File: config.mk
export PLATFORM = sky130hd
export DESIGN_NAME = quad_dac_frontend
export DESIGN_NICKNAME = d
export VERILOG_FILES = /design/src/rtl/quad_dac_pkg.sv /design/src/rtl/dac_bus_capture.sv /design/src/rtl/dac_channel.sv /design/src/rtl/dac_readback.sv /design/src/rtl/quad_dac_frontend.sv
export SDC_FILE = /design/constraint.sdc
export NUM_CORES = 1
export LEC_CHECK = 0
export BUFFER_PORTS_ARGS = -buffer_cell sky130_fd_sc_hd__buf_2
export CAP_MARGIN = 30
export CORE_UTILIZATION = 51
export CTS_BUF_LIST = sky130_fd_sc_hd__clkbuf_8
export DETAILED_ROUTE_END_ITERATION = 7
export GPL_TIMING_DRIVEN = 0
export PLACE_DENSITY_LB_ADDON = 0.05
export RECOVER_POWER = 100
export SLEW_MARGIN = 20
export SYNTH_ARGS = -nofsm -noshare
export SYNTH_HDL_FRONTEND = slang
export SYNTH_HIERARCHICAL = 1
export SYNTH_SLANG_ARGS = --single-unit
File: constraint.sdc
create_clock -name clk -period 2.2 [get_ports clk]
set_input_delay 0.44 -clock clk [delete_from_list [all_inputs] [get_ports clk]]
set_output_delay 0.44 -clock clk [all_outputs]
set_load 0.05 [all_outputs]
File: src/rtl/quad_dac_pkg.sv
package quad_dac_pkg;
  typedef enum logic {
    ACC_WRITE = 1'b0,
    ACC_READ  = 1'b1
  } access_e;
endpackage

File: src/rtl/dac_bus_capture.sv
module dac_bus_capture
  import quad_dac_pkg::*;
#(
  parameter int WIDTH  = 12,
  parameter int ADDR_W = 2
) (
  input  logic              clk,
  input  logic              rst,
  input  logic              cs_n,
  input  logic              rd_wr,
  input  logic [ADDR_W-1:0] addr,
  input  logic [WIDTH-1:0]  din,
  output logic              wr_en,
  output logic [ADDR_W-1:0] wr_addr,
  output logic [WIDTH-1:0]  wr_data
);
  logic    cs_q;
  access_e acc_q;

  always_ff @(posedge clk) begin
    if (rst) begin
      cs_q    <= 1'b1;
      acc_q   <= ACC_READ;
      wr_addr <= '0;
      wr_data <= '0;
    end else begin
      cs_q <= cs_n;
      if (!cs_n) begin
        acc_q   <= access_e'(rd_wr);
        wr_addr <= addr;
        wr_data <= din;
      end
    end
  end

  // commit on the chip-select rising edge of a write access
  assign wr_en = cs_n && !cs_q && (acc_q == ACC_WRITE);
endmodule

File: src/rtl/dac_channel.sv
module dac_channel #(
  parameter int WIDTH = 12
) (
  input  logic             clk,
  input  logic             rst,
  input  logic [WIDTH-1:0] preset,
  input  logic             wr_en,
  input  logic [WIDTH-1:0] wr_data,
  input  logic             load,
  output logic [WIDTH-1:0] stage_code,
  output logic [WIDTH-1:0] dac_code
);
  always_ff @(posedge clk) begin
    if (rst) begin
      stage_code <= preset;
      dac_code   <= preset;
    end else begin
      if (wr_en) stage_code <= wr_data;
      if (load)  dac_code   <= wr_en ? wr_data : stage_code;
    end
  end
endmodule

File: src/rtl/dac_readback.sv
module dac_readback
  import quad_dac_pkg::*;
#(
  parameter int WIDTH  = 12,
  parameter int ADDR_W = 2,
  localparam int NCH   = 1 << ADDR_W
) (
  input  logic                 clk,
  input  logic                 rst,
  input  logic                 cs_n,
  input  logic                 rd_wr,
  input  logic [ADDR_W-1:0]    addr,
  input  logic [NCH*WIDTH-1:0] stage_flat,
  output logic [WIDTH-1:0]     bus_out,
  output logic                 bus_oe
);
  logic [WIDTH-1:0] sel_code;

  always_comb begin
    sel_code = '0;
    for (int i = 0; i < NCH; i++) begin
      if (addr == ADDR_W'(i)) sel_code = stage_flat[i*WIDTH +: WIDTH];
    end
  end

  always_ff @(posedge clk) begin
    if (rst) begin
      bus_out <= '0;
      bus_oe  <= 1'b0;
    end else begin
      bus_oe  <= !cs_n && (access_e'(rd_wr) == ACC_READ);
      bus_out <= sel_code;
    end
  end
endmodule

File: src/rtl/quad_dac_frontend.sv
module quad_dac_frontend #(
  parameter int WIDTH  = 12,
  parameter int ADDR_W = 2,
  localparam int NCH   = 1 << ADDR_W
) (
  input  logic                 clk,
  input  logic                 rst,
  input  logic                 mid_sel,
  input  logic                 cs_n,
  input  logic                 rd_wr,
  input  logic [ADDR_W-1:0]    addr,
  input  logic [WIDTH-1:0]     din,
  input  logic                 load,
  output logic [WIDTH-1:0]     bus_out,
  output logic                 bus_oe,
  output logic [NCH*WIDTH-1:0] dac_codes
);
  localparam logic [WIDTH-1:0] MID_CODE = {1'b1, {(WIDTH-1){1'b0}}};

  logic [WIDTH-1:0]     preset;
  logic                 wr_en;
  logic [ADDR_W-1:0]    wr_addr;
  logic [WIDTH-1:0]     wr_data;
  logic [NCH*WIDTH-1:0] stage_flat;

  assign preset = mid_sel ? MID_CODE : '0;

  dac_bus_capture #(.WIDTH(WIDTH), .ADDR_W(ADDR_W)) u_cap (
    .clk(clk), .rst(rst), .cs_n(cs_n), .rd_wr(rd_wr), .addr(addr), .din(din),
    .wr_en(wr_en), .wr_addr(wr_addr), .wr_data(wr_data)
  );

  for (genvar g = 0; g < NCH; g++) begin : g_ch
    dac_channel #(.WIDTH(WIDTH)) u_ch (
      .clk(clk), .rst(rst), .preset(preset),
      .wr_en(wr_en && (wr_addr == ADDR_W'(g))), .wr_data(wr_data), .load(load),
      .stage_code(stage_flat[g*WIDTH +: WIDTH]),
      .dac_code(dac_codes[g*WIDTH +: WIDTH])
    );
  end

  dac_readback #(.WIDTH(WIDTH), .ADDR_W(ADDR_W)) u_rb (
    .clk(clk), .rst(rst), .cs_n(cs_n), .rd_wr(rd_wr), .addr(addr),
    .stage_flat(stage_flat), .bus_out(bus_out), .bus_oe(bus_oe)
  );
endmodule

==> results of run 1 <==
flip-flops by register name, summed over array words and instances (netlist names):
name	count
u_rb/bus_out	12
g_ch.u_ch/dac_code	48
u_cap/acc_q	1
u_cap/cs_q	1
u_rb/bus_oe	1
g_ch.u_ch/stage_code	48
u_cap/wr_addr	2
u_cap/wr_data	12
cells in the mapped netlist (2+ instances only):
cell | count | area share
mux2i_1 | 86 | 0.18
dfxtp_1 | 77 | 0.33
edfxtp_1 | 48 | 0.31
nand2_1 | 48 | 0.038
o21ai_1 | 36 | 0.038
nor2_1 | 14 | 0.011
o22ai_1 | 12 | 0.016
buf_2 | 11 | 0.012
o21ai_0 | 8 | 0.0085
buf_6 | 6 | 0.014
o21ai_2 | 4 | 0.0075
or2_2 | 4 | 0.0053
and3b_1 | 2 | 0.0037
buf_12 | 2 | 0.0085
nor3b_1 | 2 | 0.0032
or2_1 | 2 | 0.0027
metrics by stage:
stage                     power [mW]  setup WS [ns]
after floorplan                3.418         0.1827
after global placement         3.627        -0.1969
after detailed placement       3.640        -0.1962
after global routing           5.560       0.008566
after CTS                      5.428         0.2244
final                          5.356         0.2100
final timing paths:
| check | from | endpoint | slack, ns | depth (start not counted) |
|---|---|---|---|---|
| hold / removal | cs_n | u_rb/bus_oe$_SDFF_PP0_ | 0.19 | 2 |
| hold reg to reg | u_cap/acc_q$_SDFFE_PP1N_ | u_cap/acc_q$_SDFFE_PP1N_ | 0.47 | 1 |
| setup reg to reg | u_cap/acc_q$_SDFFE_PP1N_ | g_ch[0].u_ch/dac_code[0]$_DFFE_PP_ | 0.32 | 5 |
| setup / recovery | cs_n | g_ch[0].u_ch/dac_code[0]$_DFFE_PP_ | 0.21 | 8 |
kinds of logic (layout without fill, tap and decap cells):
kind of cell	count (synthesis)	after routing
compound gates	61	61
buf+inv	20	131
flops	125	125
mux	86	86
other cells	1	44
simple gates	76	76
per-layer routing:
metal,vias to the layer above,track usage
li1,1572,-
met1,1506,0.3044
met2,72,0.3575
met3,8,0.05440
met4,0,0.08625
met5,-,0
where the power goes:
group          total [mW]  internal [mW]  switching [mW]
combinational       0.823          0.185           0.639
clock                1.80          0.964           0.837
sequential           2.73           2.63          0.0974
total                5.36           3.78            1.57
layout make-up:
| class | count | area [um^2] |
|---|---|---|
| flip-flops and latches | 125 | 2983 |
| fillers | 743 | 3153 |
| clock buffers | 17 | 234.0 |
| clock inverters | 14 | 117.6 |
| plain buffers | 20 | 173.9 |
| well taps | 108 | 135.1 |
| repair buffers | 80 | 324.1 |
| multi-input cells | 267 | 1685 |
==> summary.txt, run 1 <==
Synthesis
  • Post-synthesis xor/xnor area fraction: 0
  • Post-synthesis cell area: 4701 um^2
  • Distinct cells, synth: 23
  • Register area share after synthesis: 0.6345
  • Cell count after synthesis: 369
  • Synthesis-stage register bit count: 125
  • Async S/R FF share, synth: 0
  • Ys flop type: dfxtp_1
  • Ys Warns: 6
  • Post-synthesis compound-gate area fraction: 0.07213
  • Mean Syn Cell Area: 12.74 um^2
  • Largest family of logic cells by synthesized area: multiplexers
  • Post-synthesis simple-gate area fraction: 0.07160
  • EDFF count, synth: 48
  • Post-synthesis mux area share: 0.1831
  • Synth Area in Adders: 0

Worst setup path
  • CP startpoint kind: primary input
  • CP peak stage delay: 0.39 ns
  • Crit path required time: 2.32 ns
  • Slowest cell on the critical path: nor3b_2
  • Setup CP Type: primary input to register
  • CP bufs+invs: 4
  • CP Max Fanout: 10
  • Crit. End Element: register
  • CP delay by family, top: simple AND/OR/NAND/NOR gates
  • WP data arrival: 2.11 ns
  • Most Frequent Cell on Critical Path: buf_6
  • Cells along the critical path: buf_2 -> buf_6 -> buf_12 -> nor3b_1 -> nor3b_2 -> buf_6 -> mux2i_1 -> o21ai_0

STA
  • Final hold slack: 0.1942 ns
  • Final Cycle Share: 0.9046
  • Max_slew headroom: 0.3460
  • Accumulated negative setup slack: 0 ns
  • Pins Over Slew Limit: 0
  • Max frequency: 502.5 MHz
  • Setup-failing EPs final: 0
  • Fin crit period: 1.990 ns
  • Setup Skew: 0.01533 ns
  • RSZ-0062 raised after global routing: no
  • Final Hold Fails: 0
  • Worst-margin pin slew: 0.9810 ns

Power
  • Pleak: 2.279 nW
  • Pwr dens: 947.5 nW/um^2
  • VDD IR max: 452.2 uV

Global routing
  • Antenna violations before repair: 0
  • Total grt overflow: 0
  • Aggregate global-route resource usage: 0.2269
  • Vias in the first global route: 3144
  • First-pass GRT wire length: 16.28 mm
  • Largest net degree at the start of global routing: 39

Routing
  • WL met1: 4.917 mm
  • ANT nets after route: 0
  • Total wire length: 10.27 mm
  • DR vias/cell: 5.005
  • Max Used Layer: met4
  • DR vias: 3158
  • DRC Markers: 4
  • Iter 0 DRT Violations: 138
  • Met3 Wirelength: 393 um
  • Drt wl/cell: 16.27 um
  • DR WL met2: 4.886 mm
  • DRT Pass-1 Iters: 7

Finish
  • Layout Nets: 531
  • Share of layout cells above drive strength 1: 0.1185
  • P&R area growth vs syn: 20.26%
  • Post-route cell area: 5653 um^2
  • Antenna cell count: 0
  • Most common cell after layout, fill and taps aside: mux2i_1
  • Post-Layout Cell Count: 631
  • Final Core Density: 0.6419
  • Most frequent cells in the layout: mux2i_1, dfxtp_1, clkbuf_1

Clock network
  • Resized cells post-CTS: 0
  • CTS tree: done
  • Max clock buf depth: 2
  • CTS Buf Count: 17
  • H-tree depth: 4
  • Clock Root Buffer: clkbuf_8
  • Hold-fix buffers at CTS: 0
  • CTS sink count: 125
  • Reg clk slew, reported paths: 0.06 ns
  • Worst skew pair latency: 0.43 ns
  • Number of setup buffers added after CTS: 0

Die
  • Core ar.: 8806 um^2
  • Die Area: 9605 um^2
  • Die height: 98.01 um
  • Number of I/O pins: 81
  • Starting Density: 0.5338
  • Die W: 98.01 um
  • FP Rows: 34

Run status
  • Failing checks: design-rule violations
  • Outcome: finished with violations

Placed design
  • DP Wirelength: 7.145 mm
  • Cell area after placement: 5398 um^2
  • Dpl cells: 600
  • Final Wtd Congestion: 0.8201
  • IO buf count: 80

Hold path
  • Hold WC Path Type: primary input to register

Flow run
  • Max-cap viol count: 0
Note: power is estimated with default switching activity, not from simulation.
==> run 2: changes to the inputs <==
==> constraint.sdc (replaced) <==
create_clock -name clk -period 2.2 [get_ports clk]
set_input_delay 0.22 -clock clk [delete_from_list [all_inputs] [get_ports clk]]
set_output_delay 0.22 -clock clk [all_outputs]
set_load 0.05 [all_outputs]
==> summary.txt, run 2 (same netlist as run 1, synthesis figures left out) <==
Worst setup path
  • Cells along the critical path: nor3b_1 -> nor3b_2 -> buf_6 -> mux2i_1 -> o21ai_0 (was buf_2 -> buf_6 -> buf_12 -> nor3b_1 -> nor3b_2 -> buf_6 -> mux2i_1 -> o21ai_0)
  • R2R Path End: g_ch[0].u_ch/dac_code[5]$_DFFE_PP_ (was g_ch[0].u_ch/dac_code[0]$_DFFE_PP_)
  • Setup CP Type: register to register (was primary input to register)
  • Worst R2R Setup Slack: 0.25 ns (was 0.32 ns)
  • Slowest cell on the critical path: nor3b_2 (unchanged)
  • WP data arrival: 2.07 ns (was 2.11 ns)
  • Crit. End Element: register (unchanged)
  • Crit path required time: 2.33 ns (was 2.32 ns)
  • CP startpoint kind: register (was primary input)
  • Crit Reg-Reg Startpoint: u_cap/acc_q$_SDFFE_PP1N_ (unchanged)
  • CP Max Fanout: 10 (unchanged)
  • CP peak stage delay: 0.39 ns (about the same)
  • CP bufs+invs: 1 (was 4)
  • Cell depth of the worst flop-to-flop path: 5 (unchanged)
  • CP delay by family, top: simple AND/OR/NAND/NOR gates (unchanged)

Finish
  • P&R area growth vs syn: 20.36% (was 20.26%)
  • Post-Layout Cell Count: 632 (was 631)
  • Final Core Density: 0.6425 (was 0.6419)
  • Biggest regs: g_ch.u_ch/dac_code (48), g_ch.u_ch/stage_code (48) (unchanged)
  • Most frequent cells in the layout: mux2i_1, dfxtp_1, clkbuf_1 (unchanged)
  • Share of layout cells above drive strength 1: 0.1107 (was 0.1185)
  • Most common cell after layout, fill and taps aside: mux2i_1 (unchanged)
  • Filler cells: 742 (was 743)
  • Antenna cell count: 0 (unchanged)
  • Layout Nets: 532 (was 531)

Die
  • Die Area: 9605 um^2 (unchanged)
  • Die height: 98.01 um (unchanged)
  • Starting Density: 0.5338 (unchanged)
  • Number of I/O pins: 81 (unchanged)
  • Die W: 98.01 um (unchanged)
  • Core ar.: 8806 um^2 (unchanged)
  • FP Rows: 34 (unchanged)

Global routing
  • Vias in the first global route: 3148 (was 3144)
  • Met2 GRT Util: 0.3575 (unchanged)
  • First-pass GRT wire length: 16.29 mm (was 16.28 mm)
  • Largest net degree at the start of global routing: 39 (unchanged)
  • Antenna violations before repair: 0 (unchanged)
  • Aggregate global-route resource usage: 0.2271 (was 0.2269)
  • GR Util met1: 0.3048 (was 0.3044)
  • Total grt overflow: 0 (unchanged)
  • Met3 Use GR: 0.05440 (unchanged)
  • Layer carrying the most global-route usage: met2 (unchanged)

Routing
  • DR vias/cell: 4.989 (was 5.005)
  • DRC Markers: 4 (unchanged)
  • DR vias: 3153 (was 3158)
  • Total wire length: 10.27 mm (about the same)
  • Drt wl/cell: 16.25 um (was 16.27 um)
  • ANT nets after route: 0 (unchanged)
  • Iter 0 DRT Violations: 131 (was 138)
  • DRT Pass-1 Iters: 6 (was 7)

STA
  • Accumulated negative setup slack: 0 ns (unchanged)
  • Pins Over Slew Limit: 39 (was 0)
  • Setup-failing EPs final: 0 (unchanged)
  • Final Cycle Share: 0.8842 (was 0.9046)
  • Max_slew headroom: -0.01492 (was 0.3460)
  • Setup Skew: 0.01436 ns (was 0.01533 ns)
  • Max frequency: 514.1 MHz (was 502.5 MHz)
  • Fin crit period: 1.945 ns (was 1.990 ns)
  • Final Hold Fails: 0 (unchanged)
  • RSZ-0062 raised after global routing: no (unchanged)
  • Worst-margin pin slew: 1.522 ns (was 0.9810 ns)
  • Final hold slack: 0.03473 ns (was 0.1942 ns)

Clock network
  • Clock Root Buffer: clkbuf_8 (unchanged)
  • CTS tree: done (unchanged)
  • CTS sink count: 125 (unchanged)
  • Reg clk slew, reported paths: 0.07 ns (was 0.06 ns)
  • Max clock buf depth: 2 (unchanged)
  • Worst skew pair latency: 0.43 ns (about the same)
  • Number of setup buffers added after CTS: 0 (unchanged)
  • CTS Buf Count: 17 (unchanged)
  • H-tree depth: 4 (unchanged)

Hold path
  • Worst Hold Launch: din[1] (was cs_n)
  • Hold WC Path Type: primary input to register (unchanged)
  • Hold path depth: 3 (was 2)
  • Worst Hold Path EP: u_cap/wr_data[1]$_SDFFE_PP0N_ (was u_rb/bus_oe$_SDFF_PP0_)

Flow run
  • Max-cap viol count: 1 (was 0)

Power
  • VDD IR max: 450.7 uV (was 452.2 uV)
  • Pleak: 2.275 nW (was 2.279 nW)
  • Pwr dens: 946.5 nW/um^2 (was 947.5 nW/um^2)

Run status
  • Failing checks: design-rule violations, max-capacitance violations, max-slew violations (was design-rule violations)
  • Outcome: finished with violations (unchanged)

Placed design
  • Dpl cells: 600 (unchanged)
  • IO buf count: 80 (unchanged)
  • Final Wtd Congestion: 0.8201 (unchanged)
  • DP Wirelength: 7.145 mm (unchanged)
## run 2: through the flow
step | setup slack, ns | area (um^2) | total power, mW
after floorplan | 0.4027 | 4862 | 3.418
after global placement | 0.02311 | 5398 | 3.627
after detailed placement | 0.02384 | 5398 | 3.640
after CTS | 0.3184 | 5759 | 5.430
after global routing | 0.06507 | 5658 | 5.559
final | 0.2547 | 5658 | 5.355
## run 2: worst max-delay path by stage
| stage | start | to | slack [ns] | cells past startpoint |
|---|---|---|---|---|
| finish | u_cap/acc_q$_SDFFE_PP1N_ | g_ch[0].u_ch/dac_code[5]$_DFFE_PP_ | 0.25 | 5 |
| global route | u_cap/acc_q$_SDFFE_PP1N_ | g_ch[0].u_ch/dac_code[1]$_DFFE_PP_ | 0.07 | 5 |
| CTS | u_cap/acc_q$_SDFFE_PP1N_ | g_ch[0].u_ch/dac_code[5]$_DFFE_PP_ | 0.32 | 5 |
| detailed placement | cs_n | g_ch[0].u_ch/dac_code[5]$_DFFE_PP_ | 0.02 | 8 |
| global placement | cs_n | g_ch[0].u_ch/dac_code[1]$_DFFE_PP_ | 0.02 | 8 |
| floorplan | cs_n | g_ch[0].u_ch/dac_code[2]$_DFFE_PP_ | 0.40 | 7 |
## run 2: layout make-up
cell class / count / area, um^2 / area share
Buffer: 20 / 170.2 / 0.03008
Clock buffer: 17 / 234.0 / 0.04135
Clock inverter: 14 / 117.6 / 0.02079
Multi-Input combinational cell: 267 / 1685 / 0.2979
Sequential cell: 125 / 2983 / 0.5272
Tap cell: 108 / 135.1 / 0.02388
Timing Repair Buffer: 81 / 332.8 / 0.05882
## run 2: power breakdown
group	internal, mW	switching [mW]
clock	0.964	0.837
combinational	0.185	0.638
sequential	2.63	0.0975
## run 2: repair_timing
| action | in CTS | in global routing |
|---|---|---|
| hold endpoints to repair | 1 | 0 |
| hold buffers | 1 | 0 |
| endpoints found under the setup margin | 0 | 0 |
| gates resized for setup | 0 | 0 |
## run 2: layer usage
layer / up-vias / share of wire
li1: 1573 / -
met1: 1498 / 0.47
met2: 74 / 0.48
met3: 8 / 0.045
met4: 0 / 0.0076
met5: - / 0
## run 2: worst reg2reg max path: cells and delay by family, from the launching register on
family | cells | cell delay [ns]
AO/OA/AOI/OAI | 1 | 0.17
buffers and inverters | 1 | 0.23
flip-flops | 1 | 0.31
multiplexers | 1 | 0.21
AND/OR/NAND/NOR | 2 | 0.74
